--- config.mk ---
export PLATFORM = sky130hd
export DESIGN_NAME = nw_bridge
export DESIGN_NICKNAME = d
export VERILOG_FILES = /design/src/rtl/nw_pkg.sv /design/src/rtl/nw_addr_xlate.sv /design/src/rtl/nw_wr_steer.sv /design/src/rtl/nw_rd_return.sv /design/src/rtl/nw_bridge.sv
export SDC_FILE = /design/constraint.sdc
export NUM_CORES = 1
export LEC_CHECK = 0
export BUFFER_PORTS_ARGS = -buffer_cell sky130_fd_sc_hd__buf_4
export CAP_MARGIN = 20
export CELL_PAD_IN_SITES_DETAIL_PLACEMENT = 0
export CELL_PAD_IN_SITES_GLOBAL_PLACEMENT = 1
export CORE_AREA = 2 2 91 93
export DETAILED_ROUTE_END_ITERATION = 8
export DIE_AREA = 0 0 93 95
export PLACE_DENSITY = 0.95
export SKIP_CTS_REPAIR_TIMING = 1
export SLEW_MARGIN = 0
export SYNTH_ARGS = -nofsm -noshare
export SYNTH_HDL_FRONTEND = slang
export SYNTH_SLANG_ARGS = --single-unit
export TNS_END_PERCENT = 5
--- constraint.sdc ---
create_clock -name clk -period 2.8 [get_ports clk]
set_clock_uncertainty 0.2 [all_clocks]
set_input_delay 0 -clock clk [delete_from_list [all_inputs] [get_ports clk]]
set_output_delay 0 -clock clk [all_outputs]
set_load 0.05 [all_outputs]
--- src/rtl/nw_pkg.sv ---
package nw_pkg;
  localparam int DEF_M_ADDR_W = 16;
  localparam int DEF_M_DATA_W = 32;
  localparam int DEF_S_DATA_W = 64;
  localparam int DEF_S_WORDS  = 512;
endpackage

--- src/rtl/nw_addr_xlate.sv ---
module nw_addr_xlate #(
  parameter int M_ADDR_W = 16,
  parameter int S_ADDR_W = 9,
  parameter int S_OFF_W  = 3,
  parameter int M_OFF_W  = 2,
  parameter int SEL_W    = 1
) (
  input  logic [M_ADDR_W-1:0] m_addr,
  output logic [S_ADDR_W-1:0] s_addr,
  output logic [SEL_W-1:0]    lane_sel
);
  // bits below the master offset and above the window are not decoded
  logic unused_addr;
  assign unused_addr = ^m_addr;

  assign s_addr   = m_addr[S_OFF_W +: S_ADDR_W];
  assign lane_sel = m_addr[M_OFF_W +: SEL_W];
endmodule

--- src/rtl/nw_wr_steer.sv ---
module nw_wr_steer #(
  parameter int M_DATA_W = 32,
  parameter int RATIO    = 2,
  parameter int SEL_W    = 1
) (
  input  logic                        m_write,
  input  logic [SEL_W-1:0]            lane_sel,
  input  logic [M_DATA_W/8-1:0]       m_be,
  input  logic [M_DATA_W-1:0]         m_wdata,
  output logic [RATIO*M_DATA_W/8-1:0] s_be,
  output logic [RATIO*M_DATA_W-1:0]   s_wdata
);
  localparam int M_BE_W = M_DATA_W / 8;

  for (genvar g = 0; g < RATIO; g++) begin : g_lane
    assign s_wdata[g*M_DATA_W +: M_DATA_W] = m_wdata;
    assign s_be[g*M_BE_W +: M_BE_W] =
      (m_write && (lane_sel == SEL_W'(g))) ? m_be : '0;
  end
endmodule

--- src/rtl/nw_rd_return.sv ---
module nw_rd_return #(
  parameter int M_DATA_W = 32,
  parameter int RATIO    = 2,
  parameter int SEL_W    = 1
) (
  input  logic                      clk,
  input  logic                      rst,
  input  logic                      m_read,
  input  logic [SEL_W-1:0]          lane_sel,
  input  logic [RATIO*M_DATA_W-1:0] s_rdata,
  output logic [M_DATA_W-1:0]       m_rdata,
  output logic                      m_rvalid
);
  logic [SEL_W-1:0]    sel_q;
  logic                vld_q;
  logic [M_DATA_W-1:0] lanes [RATIO];

  always_ff @(posedge clk) begin
    if (rst) begin
      vld_q <= 1'b0;
      sel_q <= '0;
    end else begin
      vld_q <= m_read;
      if (m_read) sel_q <= lane_sel;
    end
  end

  for (genvar g = 0; g < RATIO; g++) begin : g_half
    assign lanes[g] = s_rdata[g*M_DATA_W +: M_DATA_W];
  end

  assign m_rdata  = lanes[sel_q];
  assign m_rvalid = vld_q;
endmodule

--- src/rtl/nw_bridge.sv ---
module nw_bridge
  import nw_pkg::*;
#(
  parameter int M_ADDR_W = DEF_M_ADDR_W,
  parameter int M_DATA_W = DEF_M_DATA_W,
  parameter int S_DATA_W = DEF_S_DATA_W,
  parameter int S_WORDS  = DEF_S_WORDS
) (
  input  logic                        clk,
  input  logic                        rst,
  input  logic [M_ADDR_W-1:0]         m_addr,
  input  logic                        m_read,
  input  logic                        m_write,
  input  logic [M_DATA_W/8-1:0]       m_be,
  input  logic [M_DATA_W-1:0]         m_wdata,
  output logic [M_DATA_W-1:0]         m_rdata,
  output logic                        m_rvalid,
  output logic [$clog2(S_WORDS)-1:0]  s_addr,
  output logic                        s_read,
  output logic                        s_write,
  output logic [S_DATA_W/8-1:0]       s_be,
  output logic [S_DATA_W-1:0]         s_wdata,
  input  logic [S_DATA_W-1:0]         s_rdata
);
  localparam int RATIO    = S_DATA_W / M_DATA_W;
  localparam int SEL_W    = $clog2(RATIO);
  localparam int S_ADDR_W = $clog2(S_WORDS);
  localparam int M_OFF_W  = $clog2(M_DATA_W / 8);
  localparam int S_OFF_W  = $clog2(S_DATA_W / 8);

  logic [SEL_W-1:0] lane_sel;

  nw_addr_xlate #(
    .M_ADDR_W(M_ADDR_W), .S_ADDR_W(S_ADDR_W), .S_OFF_W(S_OFF_W),
    .M_OFF_W(M_OFF_W), .SEL_W(SEL_W)
  ) u_xlate (
    .m_addr(m_addr), .s_addr(s_addr), .lane_sel(lane_sel)
  );

  nw_wr_steer #(
    .M_DATA_W(M_DATA_W), .RATIO(RATIO), .SEL_W(SEL_W)
  ) u_steer (
    .m_write(m_write), .lane_sel(lane_sel), .m_be(m_be),
    .m_wdata(m_wdata), .s_be(s_be), .s_wdata(s_wdata)
  );

  nw_rd_return #(
    .M_DATA_W(M_DATA_W), .RATIO(RATIO), .SEL_W(SEL_W)
  ) u_ret (
    .clk(clk), .rst(rst), .m_read(m_read), .lane_sel(lane_sel),
    .s_rdata(s_rdata), .m_rdata(m_rdata), .m_rvalid(m_rvalid)
  );

  assign s_read  = m_read;
  assign s_write = m_write;
endmodule

==> out/summary.log, run 1 <==
[global_route] vias in the first global route 995
[detailed_routing] mean number of vias per cell 3.459
[detailed_routing] via count of the routed design 1086
[detailed_routing] number of nets with antenna violations after routing 0
[detailed_routing] number of iterations in the first detailed-routing pass 4
[global_route] met2 track utilization from global routing 0.1057
[critical_path] kind of critical path reg -> reg
[global_route] met3 track demand over resource 0.03911
[power_and_ir_drop] Final Total Pwr 0.8009 mW
[final_layout] leading cell type in the layout, fill and taps excluded sky130_fd_sc_hd__buf_4
[sta] Final period util 0.6813
[power_and_ir_drop] logic gate share of total power 0.812
[die] die extent in y 95 um
[power_and_ir_drop] proportion of total power due to net switching 0.5746
[final_layout] number of nets in the layout 331
[final_layout] Final Instance Count excl. Fillers 314
[synth] mean cell area of the mapped netlist 9.759 um2
[power_and_ir_drop] part of the total power dissipated in sequential elements 0.047
[power_and_ir_drop] standby leakage power 1.056 nW
[power_and_ir_drop] clock power share 0.140
[sta] setup repair after global routing missed its margin no
[critical_path] flop2flop setup slack 890 ps
[sta] count of endpoints failing setup in the final report 0
[critical_path] largest fanout on the critical path 18
[global_route] global router's overall resource usage 0.06860
[min_path] class of the most critical hold timing path in -> out
[cts] root buf cell sky130_fd_sc_hd__clkbuf_8
[global_route] wire length of the first global-routing pass 4698 um
[die] core region area 0.007928 mm2
[detailed_routing] first-iteration detailed-routing DRC count 6
[cts] H-tree levels 1
[global_route] layer with the highest usage after global routing met2
[critical_path] critical path startpoint category flop
[placed_design] final weighted congestion of routability-driven global placement 0.7420
[synth] sequential cell area fraction in the yosys report 0.03282
[die] site row count 33
[sta] minimum period implied by the final worst setup slack 1908 ps
[run] maximum capacitance violations 0
[die] top-level I/O count 236
[cts] Worst-path clk slew 30 ps
[synth] cell area after synthesis 0.001220 mm2
[critical_path] Worst R2R End u_ret.sel_q
[synth] synthesized instance count 125
[critical_path] endpoint arrival time on the critical path 1850 ps
[min_path] Hold Path Depth 2
[final_layout] P&R area growth vs syn 70.77%
[sta] smallest hold slack 94.15 ps
[placed_design] estimated wirelength of the detail-placed design 2819 um
[critical_path] logic depth of the worst register-to-register path 4
[power_and_ir_drop] Max rail drop VDD 0.2138 mV
[global_route] met1 layer usage reported by global route 0.07531
[critical_path] element type at the critical path end flop
[final_layout] core occupancy in the finished layout 0.2628
[sta] Worst Max-Slew Pin Slew 1029 ps
[sta] Slew Limit Fails 0
[global_route] global route total overflow 0
[final_layout] fraction of layout cells with a size suffix above 1 0.7273
[sta] final hold viol count 0
[power_and_ir_drop] total internal power 0.3407 mW
[sta] total negative slack for setup checks 0 ps
[critical_path] r2r startpoint u_ret.sel_q
[final_layout] highest-count cells in the layout ignoring fill and taps sky130_fd_sc_hd__buf_4 (115), sky130_fd_sc_hd__dlygate4sd3_1 (44), sky130_fd_sc_hd__mux2_4 (29), sky130_fd_sc_hd__and2_1 (4), sky130_fd_sc_hd__and3_1 (4)
[global_route] pin count of the biggest net entering global routing 19
[final_layout] antenna diode count 0
[power_and_ir_drop] Power Dens Cells 384.5 mW/mm2
[synth] flop and latch count out of synthesis 2
[cts] CTS tree done
[detailed_routing] WL/cell 12.43 um
[detailed_routing] overall routed net length 3902 um
[global_route] initial antenna violation count 0
[critical_path] required arrival time at the worst endpoint 2750 ps
[synth] Synth cell types 11
[sta] headroom to the max-slew limit 0.3117
[detailed_routing] post-route DRC violation count 0
[die] starting density of the core 0.1539
[final_layout] fill cell instance count of the final layout 851
[placed_design] total of buffers placed on input and output ports 115
[cts] total CTS buffers 3
[sta] achievable clock frequency 524.2 MHz
[min_path] hold path startpoint m_write
[synth] total nets after synthesis 245
[die] x dimension of the die 93 um
[cts] worst-case clock buffer depth 2
[cts] number of clock sinks seen by CTS 2
[status] result of the run finished clean
[synth] number of warnings reported in the yosys synthesis log 0
[power_and_ir_drop] switching power total 0.4602 mW
[placed_design] placed cell count 267
[die] DIE AREA 0.008835 mm2
[cts] clock latency on the worst-skew pair 210 ps
[min_path] Min-Delay Endpoint s_write
==> critical path, cell delays in order (launching register included) <==
cell and delay (ps):
sky130_fd_sc_hd__dfxtp_2 670, sky130_fd_sc_hd__buf_12 260, sky130_fd_sc_hd__mux2i_1 90, sky130_fd_sc_hd__nor2_1 80, sky130_fd_sc_hd__dlygate4sd3_1 540
==> per-stage QoR <==
step / setup WS, ps / instance area [um2]
after floorplan: 1640 / 1220
after global placement: 1126 / 1602
after detailed placement: 1098 / 1602
after CTS: 868.8 / 1643
after global routing: 748.0 / 2083
final: 892.3 / 2083
==> kinds of logic after synthesis <==
| logic type | Yosys count | share of synthesized area |
|---|---|---|
| flops | 2 | 0.03282 |
| buf+inv | 79 | 0.5200 |
| mux | 33 | 0.3928 |
| simple gates | 11 | 0.05435 |
==> power groups by stage <==
stage                     Sequential (mW)  Clock, mW  Combinational (mW)
after floorplan                    0.0339          0               0.538
after global placement             0.0386          0               0.392
after detailed placement           0.0390          0               0.395
after CTS                          0.0388      0.117               0.397
after global routing               0.0395      0.122               0.673
final                              0.0380      0.112               0.651
==> cell type report <==
type / count / area, um2 / area share
Clock buffer: 3 / 41.29 / 0.01982
Multi-Input combinational cell: 44 / 545.5 / 0.2619
Sequential cell: 2 / 41.29 / 0.01982
Tap cell: 105 / 131.4 / 0.06306
Timing Repair Buffer: 160 / 1324 / 0.6354
==> per-layer routing <==
layer  share of wire  vias to the layer above  wire (um)
li1                -                      503          -
met1            0.37                      504       1428
met2            0.55                       77       2139
met3           0.077                        2        301
met4          0.0087                        0         34
met5               0                        -          0
==> sequential cells by signal (all words and copies together) (netlist names) <==
register        cells
u_ret.m_rvalid      1
u_ret.sel_q         1
==> how the worst max path moves through the flow <==
stage                     cells past startpoint          end         from  slack (ps)
after CTS                                     3   m_rdata[8]  u_ret.sel_q         870
after floorplan                               3   m_rdata[0]  u_ret.sel_q        1640
after detailed placement                      3   m_rdata[8]  u_ret.sel_q        1100
after global routing                          4  u_ret.sel_q  u_ret.sel_q         750
after global placement                        3   m_rdata[8]  u_ret.sel_q        1130
final                                         4  u_ret.sel_q  u_ret.sel_q         890
==> Yosys cell counts <==
master	n	area (um2)
sky130_fd_sc_hd__and3_1	4	25.02
sky130_fd_sc_hd__buf_6	1	11.26
sky130_fd_sc_hd__mux2_2	3	33.78
sky130_fd_sc_hd__buf_4	75	563.0
sky130_fd_sc_hd__dfxtp_1	2	40.04
sky130_fd_sc_hd__nor2b_1	2	12.51
sky130_fd_sc_hd__nor2_1	1	3.750
sky130_fd_sc_hd__mux2_4	29	435.4
sky130_fd_sc_hd__buf_12	3	60.06
sky130_fd_sc_hd__and2_1	4	25.02
sky130_fd_sc_hd__mux2i_1	1	10.01
No activity file was read; power rests on OpenSTA's default activity.
==> inputs of run 2 (changes only) <==
--- a/config.mk
+++ b/config.mk
@@ -5,14 +5,15 @@
 export SDC_FILE = /design/constraint.sdc
 export NUM_CORES = 1
 export LEC_CHECK = 0
+export ABC_AREA = 1
 export BUFFER_PORTS_ARGS = -buffer_cell sky130_fd_sc_hd__buf_4
 export CAP_MARGIN = 20
 export CELL_PAD_IN_SITES_DETAIL_PLACEMENT = 0
 export CELL_PAD_IN_SITES_GLOBAL_PLACEMENT = 1
-export CORE_AREA = 2 2 91 93
+export CORE_MARGIN = 1.5
+export CORE_UTILIZATION = 14
 export DETAILED_ROUTE_END_ITERATION = 8
-export DIE_AREA = 0 0 93 95
-export PLACE_DENSITY = 0.95
+export PLACE_DENSITY = 0.94
 export SKIP_CTS_REPAIR_TIMING = 1
 export SLEW_MARGIN = 0
 export SYNTH_ARGS = -nofsm -noshare
==> constraint.sdc (replaced) <==
create_clock -name clk -period 1.9 [get_ports clk]
set_clock_uncertainty 0.2 [all_clocks]
set_input_delay 0 -clock clk [delete_from_list [all_inputs] [get_ports clk]]
set_output_delay 0 -clock clk [all_outputs]
set_load 0.05 [all_outputs]
==> out/summary.log, run 2 <==
[die] top-level I/O count 236
[placed_design] final weighted congestion of routability-driven global placement 0.7458
[global_route] vias in the first global route 1154
[power_and_ir_drop] Max rail drop VDD 0.2206 mV
[sta] total negative slack for setup checks 0 ps
[placed_design] total of buffers placed on input and output ports 115
[synth] area share of and/or/nand/nor cells after synthesis 0.1430
[cts] H-tree levels 1
[critical_path] Worst path max stage delay 560 ps
[power_and_ir_drop] standby leakage power 1.148 nW
[global_route] global route total overflow 0
[sta] achievable clock frequency 620.7 MHz
[sta] post-route worst setup slack 289.0 ps
[critical_path] cells along the critical path buf_12 -> nor2_1 -> nor2_1 -> dlygate4sd3_1
[cts] worst-case clock buffer depth 2
[power_and_ir_drop] logic gate share of total power 0.828
[cts] number of clock sinks seen by CTS 2
[die] die extent in y 96.87 um
[power_and_ir_drop] switching power total 0.7450 mW
[critical_path] Critical Path Most Common Cell sky130_fd_sc_hd__nor2_1
[power_and_ir_drop] proportion of total power due to net switching 0.6125
[final_layout] fill cell instance count of the final layout 955
[critical_path] master of the slowest instance on the critical path sky130_fd_sc_hd__dlygate4sd3_1
[die] starting density of the core 0.1429
[critical_path] kind of critical path reg -> reg
[sta] smallest hold slack 94.67 ps
[power_and_ir_drop] total internal power 0.4713 mW
[sta] final hold viol count 0
[synth] sequential cell area fraction in the yosys report 0.03245
[power_and_ir_drop] part of the total power dissipated in sequential elements 0.038
[synth] mean cell area of the mapped netlist 6.107 um2
[global_route] initial antenna violation count 0
[cts] total CTS buffers 3
[synth] leading cell type by number of instances after synthesis sky130_fd_sc_hd__buf_4
[synth] synthesized instance count 202
[synth] Synth cell types 10
[synth] leading register cell type out of synthesis sky130_fd_sc_hd__dfxtp_1
[sta] setup repair after global routing missed its margin no
[detailed_routing] post-route DRC violation count 0
[min_path] class of the most critical hold timing path in -> out
[die] x dimension of the die 96.87 um
[critical_path] element type at the critical path end flop
[detailed_routing] mean number of vias per cell 3.663
[critical_path] required arrival time at the worst endpoint 1840 ps
[die] core region area 0.008636 mm2
[cts] root buf cell sky130_fd_sc_hd__clkbuf_8
[power_and_ir_drop] Power Dens Cells 576.6 mW/mm2
[synth] number of enable-type register cells in the synthesized netlist 0
[run] maximum capacitance violations 0
[synth] number of warnings reported in the yosys synthesis log 0
[synth] leading cell types by count after synthesis sky130_fd_sc_hd__buf_4 (75), sky130_fd_sc_hd__inv_1 (39), sky130_fd_sc_hd__nand2_1 (36)
[synth] largest family of logic cells by synthesized area buffers and inverters
[synth] Post-synth ARST share 0
[placed_design] estimated wirelength of the detail-placed design 3047 um
[detailed_routing] number of nets with antenna violations after routing 0
[synth] xor and xnor fraction of the mapped netlist area 0
[sta] headroom to the max-slew limit 0.2815
[final_layout] leading cell type in the layout, fill and taps excluded sky130_fd_sc_hd__buf_4
[detailed_routing] WL/cell 10.96 um
[sta] minimum period implied by the final worst setup slack 1611 ps
[final_layout] P&R area growth vs syn 70.99%
[synth] post-synth top area share 0.4564
[critical_path] critical path startpoint category flop
[final_layout] core occupancy in the finished layout 0.2443
[synth] total nets after synthesis 322
[cts] CTS tree done
[synth] synthesized-area fraction occupied by ao, oa, aoi and oai cells 0.1907
[detailed_routing] overall routed net length 4297 um
[synth] cell area after synthesis 0.001234 mm2
[synth] biggest area contributors in the synthesized netlist sky130_fd_sc_hd__buf_4 (46%), sky130_fd_sc_hd__o21ai_2 (14%), sky130_fd_sc_hd__inv_1 (12%)
[power_and_ir_drop] clock power share 0.134
[cts] Worst-path clk slew 30 ps
[detailed_routing] via count of the routed design 1436
[cts] clock latency on the worst-skew pair 200 ps
[placed_design] Setup WS pre-CTS 648.6 ps
[final_layout] antenna diode count 0
[sta] count of endpoints failing setup in the final report 0
[synth] mux cell area share after synthesis 0
[synth] flop and latch count out of synthesis 2
[final_layout] area of the multi-input gates 411.6 um2
[global_route] global router's overall resource usage 0.06975
[synth] adder-cell share of the synthesized area 0
[critical_path] largest fanout on the critical path 65
[synth] largest area contributor in the netlist sky130_fd_sc_hd__buf_4
[final_layout] highest-count cells in the layout ignoring fill and taps sky130_fd_sc_hd__buf_4 (115), sky130_fd_sc_hd__dlygate4sd3_1 (45), sky130_fd_sc_hd__inv_1 (39), sky130_fd_sc_hd__nand2_1 (36), sky130_fd_sc_hd__o21ai_2 (20)
[detailed_routing] number of iterations in the first detailed-routing pass 4
[sta] Final period util 0.8479
[final_layout] area occupied by registers 41.29 um2
[sta] Slew Limit Fails 0
[global_route] pin count of the biggest net entering global routing 66
[die] DIE AREA 0.009384 mm2
[critical_path] endpoint arrival time on the critical path 1550 ps
[status] result of the run finished clean
[final_layout] number of nets in the layout 406
[die] site row count 34
[global_route] wire length of the first global-routing pass 5354 um
[power_and_ir_drop] Final Total Pwr 1.216 mW
[sta] Worst Max-Slew Pin Slew 1074 ps
[final_layout] fraction of layout cells with a size suffix above 1 0.4930
[detailed_routing] first-iteration detailed-routing DRC count 29
[run 2: cell types whose count changed in the layout (fill, tap and decap cells not counted), sizes merged]
cell / before / now
and2: 4 / 0
and3: 4 / 0
dlygate4sd3: 44 / 45
inv: 0 / 39
mux2: 32 / 0
mux2i: 1 / 0
nand2: 0 / 36
nor2: 1 / 11
nor2b: 2 / 0
o21ai: 0 / 32
[run 2: layer usage]
| layer | vias up | share of wire | wire (um) | GRT usage |
|---|---|---|---|---|
| li1 | 687 | - | - | - |
| met1 | 619 | 0.26 | 1109 | 0.05509 |
| met2 | 124 | 0.62 | 2667 | 0.1404 |
| met3 | 6 | 0.11 | 455 | 0.02457 |
| met5 | - | 0 | 0 | 0 |
| met4 | 0 | 0.015 | 63 | 0.04459 |
[run 2: final cells by class]
cell class              instances  share of cell area
repair buffers                161              0.6323
multi-input cells              79              0.1951
inverters                      39             0.06939
well taps                     108             0.06406
flip-flops and latches          2             0.01957
clock buffers                   3             0.01957
[run 2: power groups by stage]
stage                     logic, mW  clock network (mW)  registers [mW]
after detailed placement      0.624                   0          0.0472
final                          1.01               0.163          0.0467
after global routing           1.05               0.170          0.0469
after global placement        0.618                   0          0.0471
after floorplan               0.805                   0          0.0505
after CTS                     0.625               0.168          0.0467
[run 2: through the flow]
step	cell area, um2	instances
floorplan	1234	202
global route	2110	392
global placement	1618	344
CTS	1659	347
finish	2110	392
detailed placement	1618	344
[run 2: final timing paths]
check	slack, ps	to	from	cells past startpoint
setup / recovery	290	u_ret.sel_q	u_ret.sel_q	4
hold / removal	90	s_write	m_write	2
setup reg to reg	290	u_ret.sel_q	u_ret.sel_q	4
hold reg to reg	1080	u_ret.sel_q	u_ret.sel_q	4
[run 2: critical path: cells and delay by family, from the launching register on]
family | cells | cell delay (ps)
DFF | 1 | 330
and+or+nand+nor | 2 | 210
buffers and inverters | 2 | 820
[run 2: cells by family after synthesis]
logic type | count (synthesis)
and+or+nand+nor | 47
DFF | 2
buffers and inverters | 121
AOI/OAI and AO/OA | 32
